## src/rtl/wht_pkg.sv

```systemverilog
package wht_pkg;

    localparam int LOG_N = 3;
    localparam int N     = 1 << LOG_N;
    localparam int CW    = LOG_N + 2;      // holds -N..+N
    localparam int TW    = LOG_N + 1;      // threshold width
    localparam int RW    = CW + LOG_N;     // inverse transform accumulator

    typedef logic signed [CW-1:0] coef_t;
    typedef logic signed [RW-1:0] acc_t;
    typedef logic        [LOG_N-1:0] idx_t;
    typedef logic        [TW-1:0]    thr_t;
    typedef logic        [N-1:0]     bits_t;
    typedef coef_t spec_t [N];

    localparam coef_t COEF_MAX = coef_t'(N);
    localparam coef_t COEF_MIN = coef_t'(-N);

    // pipeline stage after the forward transform
    typedef struct {
        spec_t raw;
        thr_t  thr;
        bits_t src;
    } fwd_stage_t;

    // pipeline stage after pruning and peak search
    typedef struct {
        spec_t raw;
        spec_t kept;
        idx_t  peak;
        thr_t  thr;
        bits_t src;
    } sel_stage_t;

    function automatic logic [CW-1:0] mag_of(coef_t c);
        return c[CW-1] ? CW'(-c) : CW'(c);
    endfunction

    function automatic logic coefs_in_range(spec_t s);
        for (int k = 0; k < N; k++) begin
            if (s[k] > COEF_MAX || s[k] < COEF_MIN) return 1'b0;
        end
        return 1'b1;
    endfunction

    function automatic logic peak_is_max(spec_t s, idx_t p);
        for (int k = 0; k < N; k++) begin
            if (mag_of(s[k]) > mag_of(s[p])) return 1'b0;
            if (k < int'(p) && mag_of(s[k]) == mag_of(s[p])) return 1'b0;
        end
        return 1'b1;
    endfunction

endpackage

```

## src/rtl/wht_butterfly.sv

```systemverilog
module wht_butterfly #(
    parameter int LOGN = 3,
    parameter int W    = 5
) (
    input  logic signed [W-1:0] x [1<<LOGN],
    output logic signed [W-1:0] y [1<<LOGN]
);
    localparam int NN = 1 << LOGN;

    logic signed [W-1:0] lvl [LOGN+1][NN];

    // Each stage pairs element i with element i + 2^s when bit s of i is
    // clear; the lower slot takes the sum, the upper slot the difference.
    always_comb begin
        lvl[0] = x;
        for (int s = 0; s < LOGN; s++) begin
            for (int i = 0; i < NN; i++) begin
                if (((i >> s) & 1) == 0) begin
                    lvl[s+1][i]          = lvl[s][i] + lvl[s][i + (1 << s)];
                    lvl[s+1][i + (1<<s)] = lvl[s][i] - lvl[s][i + (1 << s)];
                end
            end
        end
    end

    assign y = lvl[LOGN];

endmodule

```

## src/rtl/wht_prune.sv

```systemverilog
module wht_prune
    import wht_pkg::*;
(
    input  spec_t c_in,
    input  thr_t  thr,
    output spec_t c_out
);
    for (genvar k = 0; k < N; k++) begin : g_lane
        assign c_out[k] = (mag_of(c_in[k]) >= CW'(thr)) ? c_in[k] : coef_t'(0);
    end
endmodule

```

## src/rtl/wht_peak.sv

```systemverilog
module wht_peak
    import wht_pkg::*;
(
    input  spec_t c_in,
    output idx_t  peak
);
    logic [CW-1:0] best;

    // strict comparison keeps the earliest index on equal magnitudes
    always_comb begin
        best = mag_of(c_in[0]);
        peak = '0;
        for (int k = 1; k < N; k++) begin
            if (mag_of(c_in[k]) > best) begin
                best = mag_of(c_in[k]);
                peak = idx_t'(k);
            end
        end
    end
endmodule

```

## src/rtl/wht_regen.sv

```systemverilog
module wht_regen
    import wht_pkg::*;
(
    input  logic          clk,
    input  logic          rst,
    input  logic          in_valid,
    output logic          in_ready,
    input  logic [N-1:0]  in_stream,
    input  logic [TW-1:0] in_thresh,
    output logic          out_valid,
    input  logic          out_ready,
    output logic [N*CW-1:0] out_coefs,
    output logic [N-1:0]  out_stream,
    output logic [LOG_N-1:0] out_peak
);
    logic advance;
    logic v_in, v_fwd, v_sel, v_out;

    bits_t      in_bits_q;
    thr_t       in_thr_q;
    fwd_stage_t fwd_q;
    sel_stage_t sel_q;

    spec_t bipolar, fwd_coef, kept_coef;
    idx_t  peak_idx;
    acc_t  inv_in [N];
    acc_t  inv_out [N];
    bits_t rebuilt;

    spec_t out_coef_q;
    bits_t out_bits_q, out_src_q;
    idx_t  out_peak_q;
    thr_t  out_thr_q;

    // whole pipe freezes while a finished result is refused
    assign advance  = !(v_out && !out_ready);
    assign in_ready = advance;

    always_ff @(posedge clk) begin
        if (rst) begin
            v_in  <= 1'b0;
            v_fwd <= 1'b0;
            v_sel <= 1'b0;
            v_out <= 1'b0;
        end else if (advance) begin
            v_in  <= in_valid;
            v_fwd <= v_in;
            v_sel <= v_fwd;
            v_out <= v_sel;
        end
    end

    // stage 1: capture
    always_ff @(posedge clk) begin
        if (advance) begin
            in_bits_q <= in_stream;
            in_thr_q  <= in_thresh;
        end
    end

    // stage 2: forward transform on the bipolar stream
    always_comb begin
        for (int j = 0; j < N; j++) begin
            bipolar[j] = in_bits_q[j] ? coef_t'(1) : coef_t'(-1);
        end
    end

    wht_butterfly #(.LOGN(LOG_N), .W(CW)) i_fwd (
        .x (bipolar),
        .y (fwd_coef)
    );

    always_ff @(posedge clk) begin
        if (advance) begin
            fwd_q.raw <= fwd_coef;
            fwd_q.thr <= in_thr_q;
            fwd_q.src <= in_bits_q;
        end
    end

    // stage 3: pruning and peak search
    wht_prune i_prune (
        .c_in  (fwd_q.raw),
        .thr   (fwd_q.thr),
        .c_out (kept_coef)
    );

    wht_peak i_peak (
        .c_in (fwd_q.raw),
        .peak (peak_idx)
    );

    always_ff @(posedge clk) begin
        if (advance) begin
            sel_q.raw  <= fwd_q.raw;
            sel_q.kept <= kept_coef;
            sel_q.peak <= peak_idx;
            sel_q.thr  <= fwd_q.thr;
            sel_q.src  <= fwd_q.src;
        end
    end

    // stage 4: inverse transform; dividing by N keeps the sign, so it is skipped
    always_comb begin
        for (int k = 0; k < N; k++) begin
            inv_in[k] = acc_t'(sel_q.kept[k]);
        end
    end

    wht_butterfly #(.LOGN(LOG_N), .W(RW)) i_inv (
        .x (inv_in),
        .y (inv_out)
    );

    always_comb begin
        for (int j = 0; j < N; j++) begin
            rebuilt[j] = !inv_out[j][RW-1];   // zero counts as a one
        end
    end

    always_ff @(posedge clk) begin
        if (advance) begin
            out_coef_q <= sel_q.raw;
            out_bits_q <= rebuilt;
            out_peak_q <= sel_q.peak;
            out_thr_q  <= sel_q.thr;
            out_src_q  <= sel_q.src;
        end
    end

    assign out_valid  = v_out;
    assign out_stream = out_bits_q;
    assign out_peak   = out_peak_q;

    for (genvar k = 0; k < N; k++) begin : g_pack
        assign out_coefs[k*CW +: CW] = out_coef_q[k];
    end

    AST_HOLD_STABLE: assert property (@(posedge clk) disable iff (rst)
        out_valid && !out_ready |=> out_valid && $stable(out_coefs)
            && $stable(out_stream) && $stable(out_peak));
    AST_RELEASE_ON_READY: assert property (@(posedge clk) disable iff (rst)
        $fell(out_valid) |-> $past(out_ready));
    AST_COEF_RANGE: assert property (@(posedge clk) disable iff (rst)
        out_valid |-> coefs_in_range(out_coef_q));
    AST_PEAK_LARGEST: assert property (@(posedge clk) disable iff (rst)
        out_valid |-> peak_is_max(out_coef_q, out_peak_q));
    AST_LOSSLESS_AT_ZERO: assert property (@(posedge clk) disable iff (rst)
        out_valid && out_thr_q == '0 |-> out_stream == out_src_q);
    AST_ALL_PRUNED: assert property (@(posedge clk) disable iff (rst)
        out_valid && int'(out_thr_q) > N |-> &out_stream);

endmodule

```

## config.mk

```make
export PLATFORM = sky130hd
export DESIGN_NAME = wht_regen
export DESIGN_NICKNAME = d
export VERILOG_FILES = /design/src/rtl/wht_pkg.sv /design/src/rtl/wht_butterfly.sv /design/src/rtl/wht_prune.sv /design/src/rtl/wht_peak.sv /design/src/rtl/wht_regen.sv
export SDC_FILE = /design/constraint.sdc
export NUM_CORES = 1
export LEC_CHECK = 0
export ABC_AREA = 0
export CORE_MARGIN = 3
export CORE_UTILIZATION = 65
export CTS_BUF_LIST = sky130_fd_sc_hd__clkbuf_4 sky130_fd_sc_hd__clkbuf_8
export DETAILED_ROUTE_END_ITERATION = 7
export PLACE_DENSITY = 0.92
export SYNTH_ARGS = -nofsm -noshare
export SYNTH_HDL_FRONTEND = slang
export SYNTH_HIERARCHICAL = 1
export SYNTH_SLANG_ARGS = --single-unit
```

## constraint.sdc

```tcl
create_clock -name clk -period 26.9 [get_ports clk]
set_input_delay 5.38 -clock clk [delete_from_list [all_inputs] [get_ports clk]]
set_output_delay 5.38 -clock clk [all_outputs]
set_load 0.05 [all_outputs]
```

==> results of run 1 <==
## layer usage
metal	vias up	wire length, µm	part of all wire [%]
met4	2	2455	5.9
met5	-	17	0.041
met3	135	1578	3.8
met1	6579	16110	39
met2	403	21300	51
li1	6702	-	-
## worst max-delay path, stage by stage
cell	delay [ps]
sky130_fd_sc_hd__clkdlybuf4s50_1	470
sky130_fd_sc_hd__nor2b_4	270
sky130_fd_sc_hd__inv_2	70
sky130_fd_sc_hd__clkdlybuf4s50_1	700
## registers in the layout (all words and copies together), names as in the netlist
signal      count
out_peak        3
inv_in         40
out_coefs      40
v_sel           1
in_thr_q        4
sel_q          43
v_in            1
fwd_q          44
out_stream      8
out_valid       1
in_bits_q       8
v_fwd           1
## worst max path at each step
stage / start / to / slack (ps)
floorplan: out_ready / in_ready / 15850
CTS: out_ready / in_ready / 14610
global placement: out_ready / in_ready / 14660
global route: out_ready / in_ready / 14580
detailed placement: out_ready / in_ready / 14610
finish: out_ready / in_ready / 14630
## metrics by stage
step                hold slack, ps  std cells  setup WS [ps]  instance area, µm²  util (%)
floorplan                    400.3       1930          15850               19270         -
global placement             403.3       2354          14660               20300     70.14
detailed placement           404.5       2354          14610               20300     70.14
CTS                          422.2       2386          14610               20690     71.52
global route                 430.5       2386          14580               20690     71.52
finish                       417.5       2386          14630               20690     71.52
## placed cells by master (no fill, tap or decap), drive strengths merged, types with 17 or more instances in the layout
master,count
ha,347
inv,291
edfxtp,190
xnor2,162
a21oi,146
nor2,138
o21ai,84
nand2,68
clkdlybuf4s50,68
xor2,58
a21o,51
o21bai,47
fa,40
nand2b,40
o31ai,26
o21a,20
nor3,20
clkbuf,19
nor3b,17
## area by class of cell
class	instances	area (µm²)	share of cell area [%]
Clock buffer	19	249.0	1.203
Clock inverter	13	148.9	0.7195
Tap cell	384	480.5	2.322
Multi-Input combinational cell	1421	12260	59.25
Inverter	286	1081	5.224
Sequential cell	194	5786	27.96
Timing Repair Buffer	69	688.2	3.325
==> flow_summary.ini, run 1 <==
[status]
result_of_the_run = finished clean

[cts]
clk_path_buf_depth = 2
worst_skew_late_latency_ps = 510
clkSinkCount = 194
tritoncts = done
postCtsResizedCells = 0
htree_levels = 4
worst_setup_hold_path_clk_slew_ps = 100
cts_buffers = 17
postCtsSetupBuffers = 0
clock_tree.root_cell = sky130_fd_sc_hd__clkbuf_8
cts_hold_buf = 0

[worst_hold_path]
hp-start = sel_q[89]
whs_endpoint = out_coefs[9]
min_path_type = reg -> reg
timing.hold.worst_path_depth = 0

[setup_path]
cp.required_ps = 21520
timing.critical_path.from_type = primary input
regToRegSetupSlack_ps = 15910
endpoint_of_the_worst_register_to_register_path = sel_q[13]
rr_startpoint = fwd_q[42]
critPathKind = in -> out
path_max_fanout = 5
setup.worst_path.end_class = output port
cp_data_arrival_time_ps = 6890
worst_r2r_path_depth = 51

[run]
maxCapViolations = 0

[synth]
post_synth.cell_area_avg_um2 = 10.03
postSynthCellCount = 1915
ys.warnings.count = 6
post_synth_design_cell_area_um2 = 19210

[timing]
finalHoldViolations = 0
worst_slew_pin_slew_ps = 930.6
slew_headroom_pct = 37.96
grt_setup_unrepaired = no
maxClockFrequency_ghz = 0.08147
period_share_pct = 45.63
clock_skew_ps = 23.40
post-route-min-period_ps = 12270
fin_setup_tns_ps = 0
finalSetupViolations = 0
finalMaxSlewViolations = 0

[route]
routed_wl_um = 41460
postRouteAntennaNets = 0
detailedRoute.firstPassIterationCount = 6
vias = 13820
route.detailed.drc = 0
routed_length_per_placed_instance_um = 17.37
initialDrtViolationCount = 972
vias_per_cell = 5.793

[global_routing]
met2_usage_pct = 48.58
grt_util_met3_pct = 3.423
grt.busiest_layer = met2
gr-usage-all-layers_pct = 26.67
grt_antenna_before_repair = 1
grt_pass1_vias = 14250
grt_remaining_overflow = 0
first_pass_grt_wire_length_um = 67040
grt_start_max_net_pins = 118
global_route.usage.met1_pct = 29.51

[die]
i_o_pins = 69
die_area_um2 = 31660
die_x_um = 177.9
die_height_um = 177.9
placeable_core_region_um2 = 28940
core.rowCount = 62
initial_core_utilization_pct = 66.41

[placement]
globalplace.congestion = 0.9392
buffer_ports.inserted = 68
place.detailed.hpwl_um = 33590

[finish]
finish.net_count = 2392
post_route_cells_drive_above_1_share_pct = 3.746
layout.filler_cells = 2045
area_delta_synth_final_pct = 7.697
antenna_cells_inserted = 0
Power of run 1 is left out: the tool's default activity adds up to more than one toggle a clock period on the data nets, which glitch-free logic cannot reach.
==> run 2, diff against run 1 <==
--- a/config.mk
+++ b/config.mk
@@ -7,10 +7,10 @@
 export LEC_CHECK = 0
 export ABC_AREA = 0
 export CORE_MARGIN = 3
-export CORE_UTILIZATION = 65
+export CORE_UTILIZATION = 59
 export CTS_BUF_LIST = sky130_fd_sc_hd__clkbuf_4 sky130_fd_sc_hd__clkbuf_8
 export DETAILED_ROUTE_END_ITERATION = 7
-export PLACE_DENSITY = 0.92
+export PLACE_DENSITY = 0.88
 export SYNTH_ARGS = -nofsm -noshare
 export SYNTH_HDL_FRONTEND = slang
 export SYNTH_HIERARCHICAL = 1
==> constraint.sdc (replaced) <==
create_clock -name clk -period 11.1 [get_ports clk]
set_input_delay 2.22 -clock clk [delete_from_list [all_inputs] [get_ports clk]]
set_output_delay 2.22 -clock clk [all_outputs]
set_load 0.05 [all_outputs]
==> run 2 against run 1 <==
Net effect: register-to-register slack worse by 15000 ps; global-route usage is 2.5 points lower; setup slack lost 14000 ps; clock skew is essentially flat.
==> flow_summary.ini, run 2 (same netlist as run 1, synthesis figures left out) <==
[finish]
antenna_cells_inserted = 0
final_common_cell = sky130_fd_sc_hd__ha_1
layout.filler_cells = 2440
regMostFlops = fwd_q
area_delta_synth_final_pct = 8.824
post_route_cells_drive_above_1_share_pct = 4.575
largest_register_ff_count = 44
layout_top_registers = fwd_q (44), sel_q (43)
layout.cells.most_common_list = 347 x sky130_fd_sc_hd__ha_1, 283 x sky130_fd_sc_hd__inv_1, 190 x sky130_fd_sc_hd__edfxtp_1
finish.net_count = 2401
stdcell_area_um2 = 20910

[setup_path]
path_buf_inv = 4
setup.worst_path.end_class = flip-flop
critical_path.top_delay_family = compound AO/OA/AOI/OAI gates
worst_r2r_path_depth = 53
path_max_fanout = 8
critical_path.slowest_cell = sky130_fd_sc_hd__edfxtp_1
timing.critical_path.from_type = flip-flop
delay_contributed_by_the_slowest_stage_of_the_critical_path_ps = 460
critPathKind = reg -> reg
setup_crit_start = fwd_q[42]
cp_data_arrival_time_ps = 10800
rr_startpoint = fwd_q[42]
cp.required_ps = 11360
crit_path_frequent_cell = sky130_fd_sc_hd__ha_1
timing.critical_path.depth = 53

[cts]
clkSinkCount = 194
worst_setup_hold_path_clk_slew_ps = 120
worst_skew_late_latency_ps = 520
clk_path_buf_depth = 2
cts_buffers = 17
tritoncts = done
clock_tree.root_cell = sky130_fd_sc_hd__clkbuf_8
htree_levels = 4

[timing]
period_share_pct = 94.98
finalHoldViolations = 0
slew_headroom_pct = 33.84
maxClockFrequency_ghz = 0.09485
finalSetupViolations = 0
clock_skew_ps = 22.95
finalMaxSlewViolations = 0
worst_slew_pin_slew_ps = 992.4
post-route-min-period_ps = 10540

[die]
placeable_core_region_um2 = 31800
core.rowCount = 65
die_x_um = 186.5
die_height_um = 186.5
i_o_pins = 69
die_area_um2 = 34770
initial_core_utilization_pct = 60.42

[global_routing]
grt_start_max_net_pins = 115
first_pass_grt_wire_length_um = 68260
met2_usage_pct = 43.50
grt_remaining_overflow = 0
gr-usage-all-layers_pct = 24.15
grt_util_met3_pct = 3.832
grt.busiest_layer = met2
grt_pass1_vias = 14100
global_route.usage.met1_pct = 27.61
grt_antenna_before_repair = 0

[route]
routed_length_per_placed_instance_um = 17.13
detailedRoute.firstPassIterationCount = 5
routed_wl_um = 41890
vias = 13760
postRouteAntennaNets = 0
route.detailed.drc = 0
vias_per_cell = 5.623
initialDrtViolationCount = 920

[worst_hold_path]
timing.hold.worst_path_depth = 0
min_path_type = reg -> reg
hp-start = sel_q[83]

[placement]
buffer_ports.inserted = 68
place.detailed.hpwl_um = 33420
globalplace.congestion = 0.9191
dpl-instance-area_um2 = 20360

[status]
result_of_the_run = finished clean

[run]
maxCapViolations = 0
==> run 2: path summary, 6_finish.rpt <==
check	to	slack (ps)
max	sel_q[13]	560
min	out_coefs[13]	430
max reg2reg	sel_q[13]	560
min reg2reg	out_coefs[13]	430
==> run 2: through the flow <==
| stage | hold WS (ps) | utilization, % | worst slack [ps] | setup TNS (ps) | instances |
|---|---|---|---|---|---|
| floorplan | 400.3 | - | 1471 | 0 | 1930 |
| global placement | 401.6 | 64.03 | 594.2 | 0 | 2405 |
| detailed placement | 404.5 | 64.03 | 309.8 | 0 | 2405 |
| CTS | 427.0 | 65.38 | 247.8 | 0 | 2437 |
| global route | 437.3 | 65.76 | -4.711 | -4.711 | 2446 |
| finish | 429.2 | 65.76 | 557.4 | 0 | 2446 |
==> run 2: timing repair <==
item                       4_1_cts  5_1_grt
hold buffers                     0        0
setup buffers                    0        9
setup endpoints to repair        0        3
gates resized for setup          0       10
==> run 2: routing by layer <==
metal,routed length (µm),share of wire (%)
met1,16590,40
met2,21210,51
met5,0,0
met4,2177,5.2
met3,1914,4.6
==> run 2: area by class of cell <==
cell class                 count  area, µm²  share of cell area, %
clock buffer                  17      234.0                  1.119
clock inverter                15      196.4                 0.9394
inverter                     286       1081                  5.170
multi-input combinational   1421      12310                  58.89
sequential                   194       5786                  27.67
tap                          435      544.3                  2.603
timing repair buffer          78      755.7                  3.614
Power of run 2 is left out for the same reason.
==> run 3, diff against run 2 <==
--- a/config.mk
+++ b/config.mk
@@ -6,6 +6,7 @@
 export NUM_CORES = 1
 export LEC_CHECK = 0
 export ABC_AREA = 0
+export CAP_MARGIN = 10
 export CORE_MARGIN = 3
 export CORE_UTILIZATION = 59
 export CTS_BUF_LIST = sky130_fd_sc_hd__clkbuf_4 sky130_fd_sc_hd__clkbuf_8
==> results of run 3 <==
No change in the layout: final DEF, timing and power equal those of run 2.
Power of run 3 is left out for the same reason.
